### src/rtl/bflut_pkg.sv
package bflut_pkg;

   typedef enum logic {
      VAR_IMM = 1'b0,
      VAR_ROW = 1'b1
   } bflut_variant_e;

   // Pair lookup: index is {lower-position bit, upper-position bit}
   function automatic logic pair_pick(input logic [3:0] nib,
                                      input logic       lo_bit,
                                      input logic       hi_bit);
      return nib[{lo_bit, hi_bit}];
   endfunction

endpackage

### src/rtl/bflut_seed.sv
module bflut_seed #(
   parameter int DATA_W    = 64,
   parameter bit NARROW_EN = 1'b1
) (
   input  logic              src_zero,
   input  logic [DATA_W-1:0] src_a,
   input  logic              inv,
   input  logic              narrow,
   output logic [DATA_W-1:0] seed
);
   localparam int HALF_W = DATA_W / 2;

   logic [DATA_W-1:0] alt_pat;
   logic [DATA_W-1:0] base_w;
   logic [DATA_W-1:0] flip_w;

   for (genvar g = 0; g < DATA_W; g++) begin : g_alt
      assign alt_pat[g] = ((g % 2) == 0) ? 1'b1 : 1'b0;
   end

   assign base_w = src_zero ? alt_pat : src_a;
   assign flip_w = base_w ^ {DATA_W{inv}};

   if (NARROW_EN) begin : g_narrow
      assign seed = narrow ? {{HALF_W{1'b0}}, flip_w[HALF_W-1:0]} : flip_w;
   end else begin : g_wide
      logic unused_narrow;
      assign unused_narrow = narrow;
      assign seed = flip_w;
   end
endmodule

### src/rtl/bflut_ctl.sv
module bflut_ctl
   import bflut_pkg::*;
#(
   parameter int DATA_W    = 64,
   parameter bit NARROW_EN = 1'b1,
   localparam int ROWS     = $clog2(DATA_W)
) (
   input  logic                  per_row,
   input  logic                  narrow,
   input  logic [DATA_W-1:0]     op_b,
   input  logic [7:0]            tbl_imm,
   output logic [ROWS-1:0]       row_en,
   output logic [ROWS-1:0][7:0]  row_tbl
);
   localparam int USED_B = 8 * ROWS;

   bflut_variant_e variant;
   logic           narrow_eff;
   logic [ROWS-1:0] shamt;
   logic [DATA_W-USED_B-1:0] unused_hi;

   assign variant    = per_row ? VAR_ROW : VAR_IMM;
   assign narrow_eff = NARROW_EN ? narrow : 1'b0;
   assign unused_hi  = op_b[DATA_W-1:USED_B];

   always_comb begin
      shamt = op_b[ROWS-1:0];
      if (narrow_eff) shamt[ROWS-1] = 1'b0;
   end

   for (genvar g = 0; g < ROWS; g++) begin : g_row
      logic row_exists;
      if (g == ROWS - 1) begin : g_top
         assign row_exists = ~narrow_eff;
      end else begin : g_low
         assign row_exists = 1'b1;
      end
      always_comb begin
         unique case (variant)
            VAR_ROW: begin
               row_tbl[g] = op_b[8*g +: 8];
               row_en[g]  = row_exists;
            end
            default: begin
               row_tbl[g] = tbl_imm;
               row_en[g]  = shamt[g];
            end
         endcase
      end
   end
endmodule

### src/rtl/bflut_row.sv
module bflut_row
   import bflut_pkg::*;
#(
   parameter int DATA_W = 64,
   parameter int STEP   = 1
) (
   input  logic              en,
   input  logic [7:0]        tbl,
   input  logic [DATA_W-1:0] x_in,
   output logic [DATA_W-1:0] x_out
);
   for (genvar g = 0; g < DATA_W; g++) begin : g_bit
      if ((g & STEP) == 0) begin : g_lo
         assign x_out[g] = en ? pair_pick(tbl[3:0], x_in[g], x_in[g+STEP]) : x_in[g];
      end else begin : g_hi
         assign x_out[g] = en ? pair_pick(tbl[7:4], x_in[g-STEP], x_in[g]) : x_in[g];
      end
   end
endmodule

### src/rtl/bflut_unit.sv
module bflut_unit #(
   parameter int DATA_W    = 64,
   parameter bit NARROW_EN = 1'b1
) (
   input  logic              clk,
   input  logic              rst_n,
   input  logic              in_valid,
   input  logic              src_zero,
   input  logic [DATA_W-1:0] src_a,
   input  logic [DATA_W-1:0] src_b,
   input  logic [7:0]        tbl_imm,
   input  logic              inv,
   input  logic              half_mode,
   input  logic              per_row,
   output logic              out_valid,
   output logic [DATA_W-1:0] out_data
);
   localparam int ROWS   = $clog2(DATA_W);
   localparam int HALF_W = DATA_W / 2;

   if ((1 << ROWS) != DATA_W) begin : g_chk_pow2
      $error("bflut_unit: DATA_W must be a power of two");
   end
   if (8 * ROWS >= DATA_W) begin : g_chk_bytes
      $error("bflut_unit: DATA_W too small to hold one table byte per row");
   end

   logic [DATA_W-1:0]          seed;
   logic [ROWS-1:0]            row_en;
   logic [ROWS-1:0][7:0]       row_tbl;
   logic [ROWS:0][DATA_W-1:0]  stage;
   logic [DATA_W-1:0]          result;

   bflut_seed #(.DATA_W(DATA_W), .NARROW_EN(NARROW_EN)) u_seed (
      .src_zero (src_zero),
      .src_a    (src_a),
      .inv      (inv),
      .narrow   (half_mode),
      .seed     (seed)
   );

   bflut_ctl #(.DATA_W(DATA_W), .NARROW_EN(NARROW_EN)) u_ctl (
      .per_row  (per_row),
      .narrow   (half_mode),
      .op_b     (src_b),
      .tbl_imm  (tbl_imm),
      .row_en   (row_en),
      .row_tbl  (row_tbl)
   );

   assign stage[0] = seed;

   for (genvar k = 0; k < ROWS; k++) begin : g_stage
      bflut_row #(.DATA_W(DATA_W), .STEP(1 << k)) u_row (
         .en    (row_en[k]),
         .tbl   (row_tbl[k]),
         .x_in  (stage[k]),
         .x_out (stage[k+1])
      );
   end

   if (NARROW_EN) begin : g_res_narrow
      assign result = half_mode ? {{HALF_W{1'b0}}, stage[ROWS][HALF_W-1:0]} : stage[ROWS];
   end else begin : g_res_wide
      assign result = stage[ROWS];
   end

   always_ff @(posedge clk) begin
      if (!rst_n) begin
         out_valid <= 1'b0;
         out_data  <= '0;
      end else begin
         out_valid <= in_valid;
         if (in_valid) out_data <= result;
      end
   end
endmodule

### config.mk
export PLATFORM = sky130hd
export DESIGN_NAME = bflut_unit
export DESIGN_NICKNAME = d
export VERILOG_FILES = /design/src/rtl/bflut_pkg.sv /design/src/rtl/bflut_seed.sv /design/src/rtl/bflut_ctl.sv /design/src/rtl/bflut_row.sv /design/src/rtl/bflut_unit.sv
export SDC_FILE = /design/constraint.sdc
export NUM_CORES = 1
export LEC_CHECK = 0
export ABC_AREA = 1
export ABC_CLOCK_PERIOD_IN_PS = 4000
export BUFFER_PORTS_ARGS = -buffer_cell sky130_fd_sc_hd__buf_2
export CAP_MARGIN = 10
export CORE_ASPECT_RATIO = 0.9
export CORE_MARGIN = 5
export CORE_UTILIZATION = 50
export CTS_CLUSTER_DIAMETER = 200
export DETAILED_ROUTE_END_ITERATION = 10
export PLACE_DENSITY_LB_ADDON = 0.05
export SYNTH_ARGS = -nofsm -noshare
export SYNTH_HDL_FRONTEND = slang
export SYNTH_SLANG_ARGS = --single-unit
export TNS_END_PERCENT = 5
### constraint.sdc
create_clock -name clk -period 4 [get_ports clk]
set_input_delay 0.2 -clock clk [delete_from_list [all_inputs] [get_ports clk]]
set_output_delay 0.2 -clock clk [all_outputs]
set_load 0.01 [all_outputs]
### Word-level counts from Yosys, hierarchy flattened

Cells that the tools add are included.

* bits of input ports: 143
* output and inout bits: 65
* memories: 0
* latch bits: 0
* ROM bits: 0
* memory bits (writable): 0
* register bits: 65
* logic and storage cells: 1365

* $lt $le $gt $ge: 192
* $mul: 0
* add/sub/neg operators: 0
* eq/ne operators: 0
* bitwise logic cells: 2
* shift-type cells: 0
* divide/modulo/power cells: 0
* mux-type cells: 1169
* reductions and logical operators: 0

Operators with widths (count)
* $mux 1: 776
* $bmux 1 s2: 384
* $lt 2x3->1 const B: 192
* $mux 64: 3
* $xor 64x64->64: 1
* $mux 8: 6
* $not 1->1: 1

### Depth between registers and ports, before layout

* depth after elaboration: 22
* depth in mapped cells: 31
* mapped depth without buffers: 30

### Modules after synthesis

Synthesis repeated with hierarchy kept, for this count alone.

* cells, all modules: 4666
* area, all modules: 20778.7 µm²

By module, submodules not included
* bflut_row (g_stage[0].u_row ...): cells an instance 682, sequential area each 0.0 µm², area each 2821.5 µm², times used 4
* bflut_row (g_stage[2].u_row): cells an instance 682, sequential area each 0.0 µm², area each 2819.0 µm², times used 1
* bflut_row (g_stage[5].u_row): cells an instance 621, sequential area each 0.0 µm², area each 2670.1 µm², times used 1
* bflut_unit: cells an instance 284, sequential area each 1301.2 µm², area each 2338.5 µm², times used 1
* bflut_seed: cells an instance 233, sequential area each 0.0 µm², area each 1189.9 µm², times used 1
* bflut_ctl: cells an instance 118, sequential area each 0.0 µm², area each 475.5 µm², times used 1

### Worst setup path before layout

No wires, ideal clock.

* kind: input to register
* start: input per_row
* end: register out_data[30]
* data arrival time: 2.544 ns
* library setup time: 0.132 ns
* path buffers: 3
* cell stages on the path: 28
* path slack: 1.323 ns
* cells stage by stage: buf_6 -> inv_6 -> buf_8 -> nand2_8 -> nand2_8 -> buf_8 -> nand2_1 -> nand3_1 -> nand2_1 -> nand4_1 -> nand2_2 -> inv_2 -> nand2_1 -> nand3_1 -> nand2_1 -> inv_2 -> nor2_1 -> nand3_2 -> nand2_2 -> nand2_1 -> nand2_1 -> nand2_1 -> nand2_1 -> nand2_1 -> nor2_1 -> nand3_1 -> nand3_1 -> a21oi_1

* cells in the longest elaborated chain, start to end: 21

Ends and longest elaborated chain
* start, declared: RTL line bflut_unit.sv:14 `input logic per_row,`
* $mux 1 (*): RTL line bflut_ctl.sv:22 `assign variant = per_row ? VAR_ROW : VAR_IMM;`
* $mux 8: RTL line bflut_ctl.sv:39 `unique case (variant)`
* $bmux 1 s2: RTL line bflut_pkg.sv:12 `return nib[{lo_bit, hi_bit}];`
* $mux 1 (implied by the code): RTL line bflut_pkg.sv:12
* $mux 1: RTL line bflut_row.sv:14 `assign x_out[g] = en ? pair_pick(tbl[3:0], x_in[g], x_in[g+STEP]) : x_in[g];`
* $bmux 1 s2: RTL line bflut_pkg.sv:12
* $mux 1 (implied by the code): RTL line bflut_pkg.sv:12
* $mux 1: RTL line bflut_row.sv:16 `assign x_out[g] = en ? pair_pick(tbl[7:4], x_in[g-STEP], x_in[g]) : x_in[g];`
* [5 not listed]
* $mux 1: RTL line bflut_row.sv:16
* $bmux 1 s2: RTL line bflut_pkg.sv:12
* $mux 1 (implied by the code): RTL line bflut_pkg.sv:12
* $mux 1: RTL line bflut_row.sv:16
* $bmux 1 s2: RTL line bflut_pkg.sv:12
* $mux 1 (implied by the code): RTL line bflut_pkg.sv:12
* $mux 1 (*): RTL line bflut_row.sv:14
* $mux 64 (*): RTL line bflut_unit.sv:63 `assign result = half_mode ? {{HALF_W{1'b0}}, stage[ROWS][HALF_W-1:0]} : stage[ROWS];`
* end signal, assigned: RTL line bflut_unit.sv:74 `if (in_valid) out_data <= result;`
* end, declared: RTL line bflut_unit.sv:16 `output logic [DATA_W-1:0] out_data`

Every way passes the cells marked *; elsewhere a longest branch is shown, timed or not. The select of a mux whose other input is x is not followed.
A chain may end at the register's enable or synchronous reset.

### Worst setup path in the final report

* start: input per_row
* end: register out_data[58]

* cells in the longest elaborated chain, start to end: 21

Ends and longest elaborated chain (RTL line)
* $mux 1 (*): bflut_ctl.sv:22
* $mux 8: bflut_ctl.sv:39
* $bmux 1 s2: bflut_pkg.sv:12
* $mux 1 (implied by the code): bflut_pkg.sv:12
* $mux 1: bflut_row.sv:14
* $bmux 1 s2: bflut_pkg.sv:12
* $mux 1 (implied by the code): bflut_pkg.sv:12
* $mux 1: bflut_row.sv:16
* [5 not listed]
* $mux 1: bflut_row.sv:16
* $bmux 1 s2: bflut_pkg.sv:12
* $mux 1 (implied by the code): bflut_pkg.sv:12
* $mux 1: bflut_row.sv:16
* $bmux 1 s2: bflut_pkg.sv:12
* $mux 1 (implied by the code): bflut_pkg.sv:12
* $mux 1 (*): bflut_row.sv:16
* $mux 64 (*): bflut_unit.sv:63

Marks and branches as above.

==> reports/qor.txt <==
Starting density of the core = 50.8%
Final period util = 91.7%
GR peak layer = met2
Worst R2R Start = out_data[38]
Grt ovf = 0
Most common cell after layout, fill and taps aside = nand2_1
RSZ-0062 raised after global routing = false
Nets = 5019
Slowest stage delay, CP = 0.27 ns
Combinational family with the most area after synthesis = simple AND/OR/NAND/NOR gates
Fillcell total = 5305
Switch Pwr = 6.85 mW
Synthesized flop and latch total = 65
XOR/XNOR Fraction of Synth Area = 0%
Synthesis Warnings = 0
Die Height = 219 um
Compound-Gate Fraction of Synth Area = 5.37%
Critical Path Start Type = input pin
Highest Clock Rate = 273 MHz
Async S/R FF share, synth = 0%
Slew Limit Fails = 0
Max cap viols = 0
CP endpoint kind = flop
R2R depth = 2
Final Util = 54.2%
Routed wire length = 102000 um
TritonCTS buffer count = 9
Worst setup margin = 0.331 ns
Min-delay worst type = input pin to flop
Post-synthesis average cell area = 5.00 um^2
Hold path depth = 3
Clock power share = 7.7%
Clock Skew = 0 ns
Total Die Area = 0.0533 mm^2
Ant diodes = 0
Clock slew at reported path FFs = 0.06 ns
Port buffer count = 191
Final min period = 3.67 ns
Design area = 0.0260 mm^2
Worst Hold End = out_valid
Status = complete, no violations
GRT met3 Usage = 8.53%
# rows = 76
Placed instance area = 0.0257 mm^2
Post-synth top area share = 27.9%
Post-synthesis mux area share = 0%
Combinational power share = 84.8%
WP data arrival = 3.96 ns
P&R area growth vs syn = 6.86%
Final Setup Violations = 0
CTS HTree Levels = 3
Critical path type = input pin to flop
Worst Path Max Fanout = 30
Largest area contributor in the netlist = nand3_1
Die width = 243 um
CTS tree = done
Dpl hpwl = 78000 um
Initial antenna violation count = 2
Detailed-router iteration count before antenna repair = 7
R2r endpoint = out_data[38]
EDFF count, synth = 0
DRC viols = 0
Gpl congestion = 0.988
Met2 Resource Use GR = 59.7%
Post-route setup TNS = 0 ns
Hold Vio Cnt, Final = 0
Hold Crit Start = rst_n
Most frequent cells in the layout = nand2_1 (1707), nand3_1 (1358), nand2_2 (298)
Clk Tree Root Cell = clkbuf_16
Highest-delay cell along the critical path = nand2_1
Clock tree buffer depth = 2
Leakage = 13.6 nW
Post-CTS Hold Fix Bufs = 0
Synth unique cells = 38
Synth area leaders = nand3_1 (28%), nand2_1 (26%), nand2_2 (7.6%)
Register area share after synthesis = 5.34%
PD cells = 412 mW/mm^2
Synth Area in Simple Gates = 78.4%
Crit path top cell by count = nand2_1
Met1 Use GR = 48.6%
Largest net degree at the start of global routing = 93
Vias after detailed routing = 33.2k
Syn Inst Count = 4872
Reg2Reg Setup Slack = 3.26 ns
Share of cells above drive strength 1 = 20.2%
Pint = 3.89 mW
Overall routing resource usage = 36.8%
Skew-Pair Late Insertion Delay = 0.35 ns
Sinks on Clock Net = 65
Worst Path Required = 4.29 ns
Slew headroom = 30.0%
Vias/cell = 6.03
Vias in the first global route = 30.0k
Synthesized area = 0.0244 mm^2
Initial DRC Count = 3939
Post-synth net total = 5015
Worst slew pin tran = 1.05 ns
Wire per inst = 18.6 um
Core Area = 0.0480 mm^2
Flop pwr share = 7.6%
Worst VDD drop = 305 uV
Post-synth top flop = dfxtp_1
Dpl ws = 0.0476 ns
Final ANT Viol Nets = 0
Switch share = 63.8%
Post-Synth Adder-Cell Area = 0%
Worst hold slack = 0.292 ns
IO Count = 208
First-pass GRT wire length = 161000 um
## worst max-delay path, delay by kind of cell
family / cells / cell delay [ns]
simple gates: 23 / 2.56
compound gates: 2 / 0.30
buf+inv: 5 / 0.88
## cell type report
| class | instances | area, um^2 | share of cell area (%) |
|---|---|---|---|
| repair buffers | 295 | 2140 | 8.21 |
| clock buffers | 9 | 225 | 0.865 |
| well taps | 624 | 781 | 3.00 |
| flip-flops and latches | 65 | 1300 | 5.00 |
| inverters | 258 | 986 | 3.79 |
| clock inverters | 7 | 77.6 | 0.298 |
| multi-input cells | 4247 | 20500 | 78.9 |
## cell families (layout without fill, tap and decap cells)
group,Yosys count,count (layout)
simple gates,4028,4028
buf+inv,560,569
compound gates,219,219
flops,65,65
## worst max path at each step
stage                 start      endpoint  slack, ns  cells after the start
finish              per_row  out_data[58]       0.33                     30
global route        per_row   out_data[1]       0.01                     25
CTS                 per_row   out_data[1]       0.41                     27
detailed placement  per_row   out_data[1]       0.05                     27
global placement    per_row   out_data[1]       0.11                     27
floorplan           per_row  out_data[30]       1.32                     28
## per-layer routing
metal / up-vias / routed length, um
li1: 16300 / -
met1: 15100 / 42300
met2: 1600 / 45300
met3: 259 / 11000
met5: - / 24
met4: 4 / 3550
## stage by stage
step	total power, mW	instances
floorplan	7.30	4872
CTS	10.5	5505
detailed placement	9.61	5489
global placement	9.51	5489
finish	10.7	5505
global route	11.7	5505
## state kept, by name (all words and copies together), names as in the netlist
name / count
out_valid: 1
out_data: 64
## Yosys cell counts, types with 15 or more instances
master,instances
a21oi_1,108
buf_1,21
buf_2,153
buf_4,15
buf_6,31
clkbuf_1,76
dfxtp_1,65
inv_1,133
inv_2,119
nand2_1,1707
nand2_2,298
nand3_1,1358
nand3_2,111
nand4_1,178
nor2_1,296
nor2_2,47
o21ai_0,28
o21ai_1,35
o21ai_2,23
## power groups by stage
stage,clock (mW),sequential [mW],combinational (mW)
2_1_floorplan,0,0.867,6.43
3_3_place_gp,0,0.824,8.69
3_5_place_dp,0,0.825,8.79
4_1_cts,0.830,0.812,8.82
5_1_grt,0.857,0.825,10.0
6_report,0.824,0.813,9.10
## timing repair
action | 4_1_cts | 5_1_grt
endpoints found under the setup margin | 0 | 3
resized for setup | 0 | 7
buffers inserted | 0 | 0
hold endpoints to repair | 0 | 0
(Power assumes the default switching activity.)
